==> src/rtl/cond_eval_pkg.sv <==
package cond_eval_pkg;
    typedef enum logic [1:0] {
        GATE_NEVER  = 2'd0,
        GATE_IF_HIT = 2'd1,
        GATE_IF_MISS = 2'd2,
        GATE_ALWAYS = 2'd3
    } gate_e;

    localparam int N_DEC   = 3;
    localparam int DEC_WAIT = 0;
    localparam int DEC_BR   = 1;
    localparam int DEC_IRQ  = 2;

    typedef struct packed {
        logic irq;
        logic branch;
    } dec_state_t;
endpackage

==> src/rtl/cond_cmp.sv <==
module cond_cmp #(
    parameter int STAT_W = 4
) (
    input  logic [STAT_W-1:0] status,
    input  logic [STAT_W-1:0] mask,
    input  logic [STAT_W-1:0] value,
    output logic              match
);
    always_comb begin
        match = ((status & mask) == (value & mask));
    end
endmodule

==> src/rtl/cond_gate.sv <==
module cond_gate
    import cond_eval_pkg::*;
(
    input  logic [1:0] code,
    input  logic       match,
    output logic       hit
);
    always_comb begin
        unique case (gate_e'(code))
            GATE_NEVER:   hit = 1'b0;
            GATE_IF_HIT:  hit = match;
            GATE_IF_MISS: hit = ~match;
            default:      hit = 1'b1;
        endcase
    end
endmodule

==> src/rtl/cond_eval.sv <==
module cond_eval
    import cond_eval_pkg::*;
#(
    parameter int DEV_W    = 8,
    parameter int STAT_W   = 4,
    parameter int SEL_W    = 32,
    parameter int MASK_LSB = 16
) (
    input  logic                     clk,
    input  logic                     rst_n,
    input  logic [2*N_DEC-1:0]       cmd_ctl,
    input  logic [DEV_W-1:0]         dev_status,
    input  logic [SEL_W-1:0]         irq_sel,
    input  logic [SEL_W-1:0]         br_sel,
    input  logic [SEL_W-1:0]         wait_sel,
    input  logic                     cmd_pending,
    input  logic                     done_strobe,
    output logic                     irq_pulse,
    output logic                     branch_taken,
    output logic                     wait_stall
);
    localparam int MASK_MSB = MASK_LSB + STAT_W - 1;

    logic [SEL_W-1:0]  sel_arr [N_DEC];
    logic [N_DEC-1:0]  match;
    logic [N_DEC-1:0]  hit;
    dec_state_t        state_d, state_q;

    assign sel_arr[DEC_WAIT] = wait_sel;
    assign sel_arr[DEC_BR]   = br_sel;
    assign sel_arr[DEC_IRQ]  = irq_sel;

    for (genvar g = 0; g < N_DEC; g++) begin : g_dec
        cond_cmp #(.STAT_W(STAT_W)) u_cmp (
            .status (dev_status[STAT_W-1:0]),
            .mask   (sel_arr[g][MASK_MSB:MASK_LSB]),
            .value  (sel_arr[g][STAT_W-1:0]),
            .match  (match[g])
        );
        cond_gate u_gate (
            .code  (cmd_ctl[2*g +: 2]),
            .match (match[g]),
            .hit   (hit[g])
        );
    end

    logic unused_bits;
    assign unused_bits = ^{dev_status[DEV_W-1:STAT_W],
                           irq_sel[SEL_W-1:MASK_MSB+1], irq_sel[MASK_LSB-1:STAT_W],
                           br_sel[SEL_W-1:MASK_MSB+1],  br_sel[MASK_LSB-1:STAT_W],
                           wait_sel[SEL_W-1:MASK_MSB+1], wait_sel[MASK_LSB-1:STAT_W]};

    always_comb begin
        state_d     = state_q;
        state_d.irq = done_strobe & hit[DEC_IRQ];
        if (done_strobe) begin
            state_d.branch = hit[DEC_BR];
        end
    end

    always_ff @(posedge clk or negedge rst_n) begin
        if (!rst_n) begin
            state_q <= '0;
        end else begin
            state_q <= state_d;
        end
    end

    assign irq_pulse    = state_q.irq;
    assign branch_taken = state_q.branch;
    assign wait_stall   = cmd_pending & hit[DEC_WAIT];


    irq_after_strobe_chk: assert property (@(posedge clk) disable iff (!rst_n)
        irq_pulse |-> $past(done_strobe));


    branch_hold_chk: assert property (@(posedge clk) disable iff (!rst_n)
        !done_strobe |=> $stable(branch_taken));


    wait_idle_chk: assert property (@(posedge clk) disable iff (!rst_n)
        !cmd_pending |-> !wait_stall);


    irq_never_chk: assert property (@(posedge clk) disable iff (!rst_n)
        (done_strobe && cmd_ctl[5:4] == 2'd0) |=> !irq_pulse);


    branch_always_chk: assert property (@(posedge clk) disable iff (!rst_n)
        (done_strobe && cmd_ctl[3:2] == 2'd3) |=> branch_taken);


    irq_zero_mask_chk: assert property (@(posedge clk) disable iff (!rst_n)
        (done_strobe && cmd_ctl[5:4] == 2'd1 && irq_sel[MASK_MSB:MASK_LSB] == '0)
        |=> irq_pulse);
endmodule

==> config.mk <==
export PLATFORM = sky130hd
export DESIGN_NAME = cond_eval
export DESIGN_NICKNAME = d
export VERILOG_FILES = /design/src/rtl/cond_eval_pkg.sv /design/src/rtl/cond_cmp.sv /design/src/rtl/cond_gate.sv /design/src/rtl/cond_eval.sv
export SDC_FILE = /design/constraint.sdc
export NUM_CORES = 1
export LEC_CHECK = 0
export ABC_CLOCK_PERIOD_IN_PS = 2300
export BUFFER_PORTS_ARGS = -buffer_cell sky130_fd_sc_hd__buf_2
export CORE_MARGIN = 5
export CORE_UTILIZATION = 16
export DETAILED_ROUTE_END_ITERATION = 10
export PLACE_DENSITY_LB_ADDON = 0.1
export SLEW_MARGIN = 20
export SYNTH_ARGS = -nofsm -noshare
export SYNTH_HDL_FRONTEND = slang
export SYNTH_SLANG_ARGS = --single-unit
==> constraint.sdc <==
create_clock -name clk -period 2.3 [get_ports clk]
set_input_delay 0.46 -clock clk [delete_from_list [all_inputs] [get_ports clk]]
set_output_delay 0.46 -clock clk [all_outputs]
set_load 0.01 [all_outputs]
==> summary.md, run 1 <==
| Metric | Value |
|---|---|
| Clock Sink Count | 2 |
| Yosys cell types | 13 |
| RSZ-0062 raised after global routing | no |
| Syn Inst Count | 31 |
| Final min period | 1830 ps |
| Leak | 0.301 nW |
| Sequential Power Share | 19.5% |
| CP Capture Type | primary output |
| Pins Over Slew Limit | 0 |
| FMAX | 547 MHz |
| H-Tree Depth | 1 |
| Clock buffer count from CTS | 3 |
| Mapped Nets | 145 |
| Final Cycle Share | 79.4% |
| Register-to-Register Path Depth | 2 |
| Critical-path top delay cell | a22oi_1 |
| Maximum root-to-sink buffer count | 2 |
| Cell Area, Synth | 290 um^2 |
| Worst-path clk slew | 30 ps |
| Internal power | 148 uW |
| Antenna Cells | 0 |
| Chip height | 52.6 um |
| Largest net degree at the start of global routing | 5 |
| Sw Pwr | 61.8 uW |
| Sum Neg Setup Slack | 0 ps |
| R2r setup slk | 1340 ps |
| # IOs | 117 |
| Fraction of layout instances using a drive strength above 1 | 62.2% |
| Die area | 2770 um^2 |
| Core area | 1730 um^2 |
| Critical path's largest stage delay | 200 ps |
| DRC violations left | 0 |
| Maxcap violations | 0 |
| Routed via count | 385 |
| Drt total wl | 980 um |
| Worst EP arrival | 1370 ps |
| Gate power share | 41.9% |
| Most common cell after layout, fill and taps aside | buf_2 |
| Antenna violations before repair | 0 |
| Area growth from synthesis to layout | 87.5% |
| Final #Nets | 190 |
| Clock latency on the worst-skew pair | 230 ps |
| Pwr/cell area | 385 nW/um^2 |
| Initial core utilization | 16.8% |
| Rel. slew slack | 85.3% |
| Root Buffer | clkbuf_4 |
| Commonest cells after routing, fill and taps aside | buf_2, xor2_1, a22oi_1 |
| Critical path type | in2out |
| PortBufs | 40 |
| WL/cell | 9.90 um |
| Switching share of power | 29.5% |
| Final setup violation count | 0 |
| Final clock skew | 0 ps |
| CTS tree | yes |
| Startpoint types | primary input |
| RePlAce Congestion | 0.679 |
| Post_cts resized | 0 |
| Clock Power Share | 38.6% |
| Initial DRC count | 6 |
| Critical register-to-register path endpoint | branch_taken$_DFFE_PN0P_ |
| Worst Tran Pin Value | 221 ps |
| CP most frequent cell | buf_2 |
| Hold Buf Count CTS | 0 |
| Global route overflow | 0 |
| Final hold violation count | 0 |
| Mean Syn Cell Area | 9.36 um^2 |
| Vias per std cell | 3.89 |
| Worst-path cell chain | buf_2 -> xor2_1 -> a22oi_1 -> and3_1 -> o21a_1 -> buf_2 |
| YS warnings | 0 |
| Total setup buffers inserted after CTS | 0 |
| Synthesized flop and latch total | 2 |
| First-pass GRT wire length | 1400 um |
| Fin area | 544 um^2 |
| Status | completed |
| Die width | 52.6 um |
| Site row count | 15 |
| Vias in the first global route | 375 |
| Antenna-violating nets left | 0 |
| Sequential-to-total area share from yosys stat | 17.2% |
| Worst path required time | 1840 ps |
| DRT Pass-1 Iters | 4 |
| Total track usage | 7.05% |
| Hold Crit Class | in2async |
| Area after detailed placement | 522 um^2 |
| R2r startpoint | branch_taken$_DFFE_PN0P_ |
| Maximum vdd drop | 0.114 mV |
| Crit path max fanout | 3 |
[worst max path at each step]
stage,start,end,cells after the start
after floorplan,dev_status[2],wait_stall,4
after global placement,dev_status[3],wait_stall,6
after detailed placement,dev_status[3],wait_stall,6
after CTS,dev_status[3],wait_stall,6
after global routing,dev_status[2],wait_stall,6
final,dev_status[3],wait_stall,6
[registers in the layout, summed over array words and instances (netlist names)]
register	flops
irq_pulse	1
branch_taken	1
[per-stage QoR]
stage / power, mW / utilization (%) / setup slack [ps] / hold WS, ps / std cells
2_1_floorplan: 0.0817 / - / 735 / 164 / 31
3_5_place_dp: 0.131 / 30.2 / 470 / 247 / 96
5_1_grt: 0.224 / 31.5 / 383 / 9.26 / 99
6_report: 0.209 / 31.5 / 473 / 8.06 / 99
4_1_cts: 0.212 / 31.5 / 465 / 8.30 / 99
3_3_place_gp: 0.130 / 30.2 / 462 / 248 / 96
[area by class of cell]
| class | instances | area (um^2) |
|---|---|---|
| fill | 209 | 1180 |
| timing repair buffer | 40 | 200 |
| multi-input combinational | 29 | 240 |
| tap | 25 | 31.3 |
| sequential | 2 | 50.0 |
| clock buffer | 3 | 22.5 |
[routing by layer]
layer | vias up | global-route usage, % | part of all wire, %
li1 | 201 | - | -
met1 | 154 | 8.63 | 42
met2 | 30 | 10.1 | 46
met3 | 0 | 2.28 | 12
met4 | 0 | 5.11 | 0
met5 | - | 0 | 0
[power by group through the flow]
stage / clock network (mW) / registers (mW) / logic (mW)
after floorplan: 0 / 0.0440 / 0.0377
after global routing: 0.0842 / 0.0416 / 0.0986
after global placement: 0 / 0.0415 / 0.0887
after CTS: 0.0811 / 0.0409 / 0.0897
final: 0.0808 / 0.0409 / 0.0878
after detailed placement: 0 / 0.0412 / 0.0893
[cell usage after synthesis (all sizes together)]
| cell type | count | area (um^2) |
|---|---|---|
| a21boi | 2 | 15.0 |
| nand4 | 1 | 6.26 |
| dfrtp | 2 | 50.1 |
| a22oi | 6 | 55.1 |
| a21oi | 1 | 5.00 |
| nand2 | 1 | 3.75 |
| nor2b | 1 | 6.26 |
| o21a | 2 | 15.0 |
| xor2 | 12 | 113 |
| and3 | 2 | 12.5 |
| or3b | 1 | 8.76 |
[kinds of logic (layout without fill, tap and decap cells)]
logic type / after synthesis / in the layout / synth area share (%)
XOR/XNOR: 12 / 12 / 38.8
AO/OA/AOI/OAI: 11 / 11 / 31.0
buffers and inverters: 0 / 43 / 0
flip-flops: 2 / 2 / 17.2
AND/OR/NAND/NOR: 6 / 6 / 12.9
[worst max-delay path, delay by kind of cell]
family | cells | cell delay, ps
buffers and inverters | 2 | 260
AND/OR/NAND/NOR | 1 | 180
XOR/XNOR | 1 | 160
AO/OA/AOI/OAI | 2 | 310
(Power assumes the default switching activity.)
==> run 2: changes to the inputs <==
- ABC_CLOCK_PERIOD_IN_PS: 2300 -> 1600
- CORE_UTILIZATION: 16 -> 13
- clock period: 2.3 -> 1.6 ns (I/O delays scaled with it)
==> run 2 against run 1 <==
Sequential power grew 45%. Sequential cell count is the same. Combinational power grew 54%. Power grew 44%. Largest cell class unchanged. Highest routed layer unchanged.
==> summary.md, run 2 (synthesis gave the netlist of run 1 again) <==
| Metric | Value |
|---|---|
| Status | completed |
| DRC violations left | 0 |
| Worst path required time | 1280 ps |
| Commonest cells after routing, fill and taps aside | buf_2, xor2_1, a22oi_1, a22oi_2, clkbuf_4 |
| Largest net degree at the start of global routing | 5 |
| Rel. slew slack | 86.3% |
| Maximum root-to-sink buffer count | 2 |
| Fraction of layout instances using a drive strength above 1 | 64.5% |
| Final clock skew | 0 ps |
| Global route overflow | 0 |
| Final setup violation count | 0 |
| Sequential Area | 50.0 um^2 |
| Worst-path clk slew | 30 ps |
| Die width | 57.3 um |
| DRT Pass-1 Iters | 4 |
| Pwr/cell area | 522 nW/um^2 |
| FMAX | 649 MHz |
| Die area | 3280 um^2 |
| First-pass GRT wire length | 1580 um |
| Maximum vdd drop | 0.253 mV |
| Vias in the first global route | 410 |
| Antenna violations before repair | 0 |
| Final hold violation count | 0 |
| Startpoint types | primary input |
| Site row count | 17 |
| Total track usage | 6.28% |
| Maxcap violations | 0 |
| # IOs | 117 |
| Clock latency on the worst-skew pair | 220 ps |
| Antenna Cells | 0 |
| Vias per std cell | 3.77 |
| Core area | 2170 um^2 |
| Critical path type | in2out |
| WL/cell | 9.82 um |
| Chip height | 57.3 um |
| Worst Tran Pin Value | 206 ps |
| Hold Crit Class | in2reg |
| Clock Sink Count | 2 |
| Most common cell after layout, fill and taps aside | buf_2 |
| Final #Nets | 192 |
| Leak | 0.312 nW |
| H-Tree Depth | 1 |
| Initial DRC count | 3 |
| Clock buffer count from CTS | 3 |
| Pins Over Slew Limit | 0 |
| Final min period | 1540 ps |
| Multi-input logic area | 253 um^2 |
| Drt total wl | 1020 um |
| PortBufs | 40 |
| Routed via count | 392 |
| Sum Neg Setup Slack | 0 ps |
| Antenna-violating nets left | 0 |
| Worst hold slack | 369 ps |
| Total setup buffers inserted after CTS | 0 |
| Area growth from synthesis to layout | 99.1% |
| Initial core utilization | 13.4% |
| RePlAce Congestion | 0.651 |
| CTS tree | yes |
| Final Cycle Share | 96.3% |
| Root Buffer | clkbuf_4 |
| Worst EP arrival | 1220 ps |
| Crit path max fanout | 3 |
| Tot Pwr | 302 uW |
| Fillers | 252 |
| CP Capture Type | primary output |
## run 2: worst max-delay path: stages
cell,delay (ps)
buf_2,130
xor2_2,180
a22oi_2,180
and3_1,170
o21a_1,110
buf_2,120
## run 2: path summary, 6_finish.rpt
path / startpoint / to / slack [ps] / cells past startpoint
max: dev_status[2] / wait_stall / 60 / 6
min: done_strobe / irq_pulse$_DFF_PN0_ / 370 / 2
max reg2reg: branch_taken$_DFFE_PN0P_ / branch_taken$_DFFE_PN0P_ / 640 / 2
min reg2reg: branch_taken$_DFFE_PN0P_ / branch_taken$_DFFE_PN0P_ / 580 / 2
max in group asynchronous: rst_n / irq_pulse$_DFF_PN0_ / 1090 / 2
min in group asynchronous: rst_n / branch_taken$_DFFE_PN0P_ / 410 / 2
## run 2: area by class of cell
type,count,share of cell area [%]
flip-flops and latches,2,8.66
well taps,28,6.06
clock buffers,3,3.90
multi-input cells,29,43.7
repair buffers,42,37.7
## run 2: layer usage
metal / global-route usage (%) / wire length [um]
met2: 10.8 / 563
met1: 6.44 / 359
met5: 0 / 0
met3: 2.26 / 98
met4: 3.97 / 0
## run 2: what timing repair did
action | CTS | global route
setup endpoints to repair | 0 | 1
hold buffers | 1 | 0
resized for setup | 0 | 3
hold endpoints to repair | 2 | 0
## run 2: metrics by stage
step	instances	utilization [%]	cell area (um^2)	setup WS (ps)
finish	104	26.6	578	58.8
global route	104	26.6	578	-8.16
CTS	104	26.1	566	8.03
detailed placement	100	24.6	533	10.7
global placement	100	24.6	533	46.1
floorplan	31	-	290	315
## run 2: report_power, final
| part | leakage [nW] | internal [mW] | total, mW | switching (mW) |
|---|---|---|---|---|
| Clock | 0.0138 | 0.0825 | 0.108 | 0.0256 |
| Sequential | 0.0253 | 0.0572 | 0.0592 | 0.00198 |
| Combinational | 0.273 | 0.0773 | 0.135 | 0.0572 |
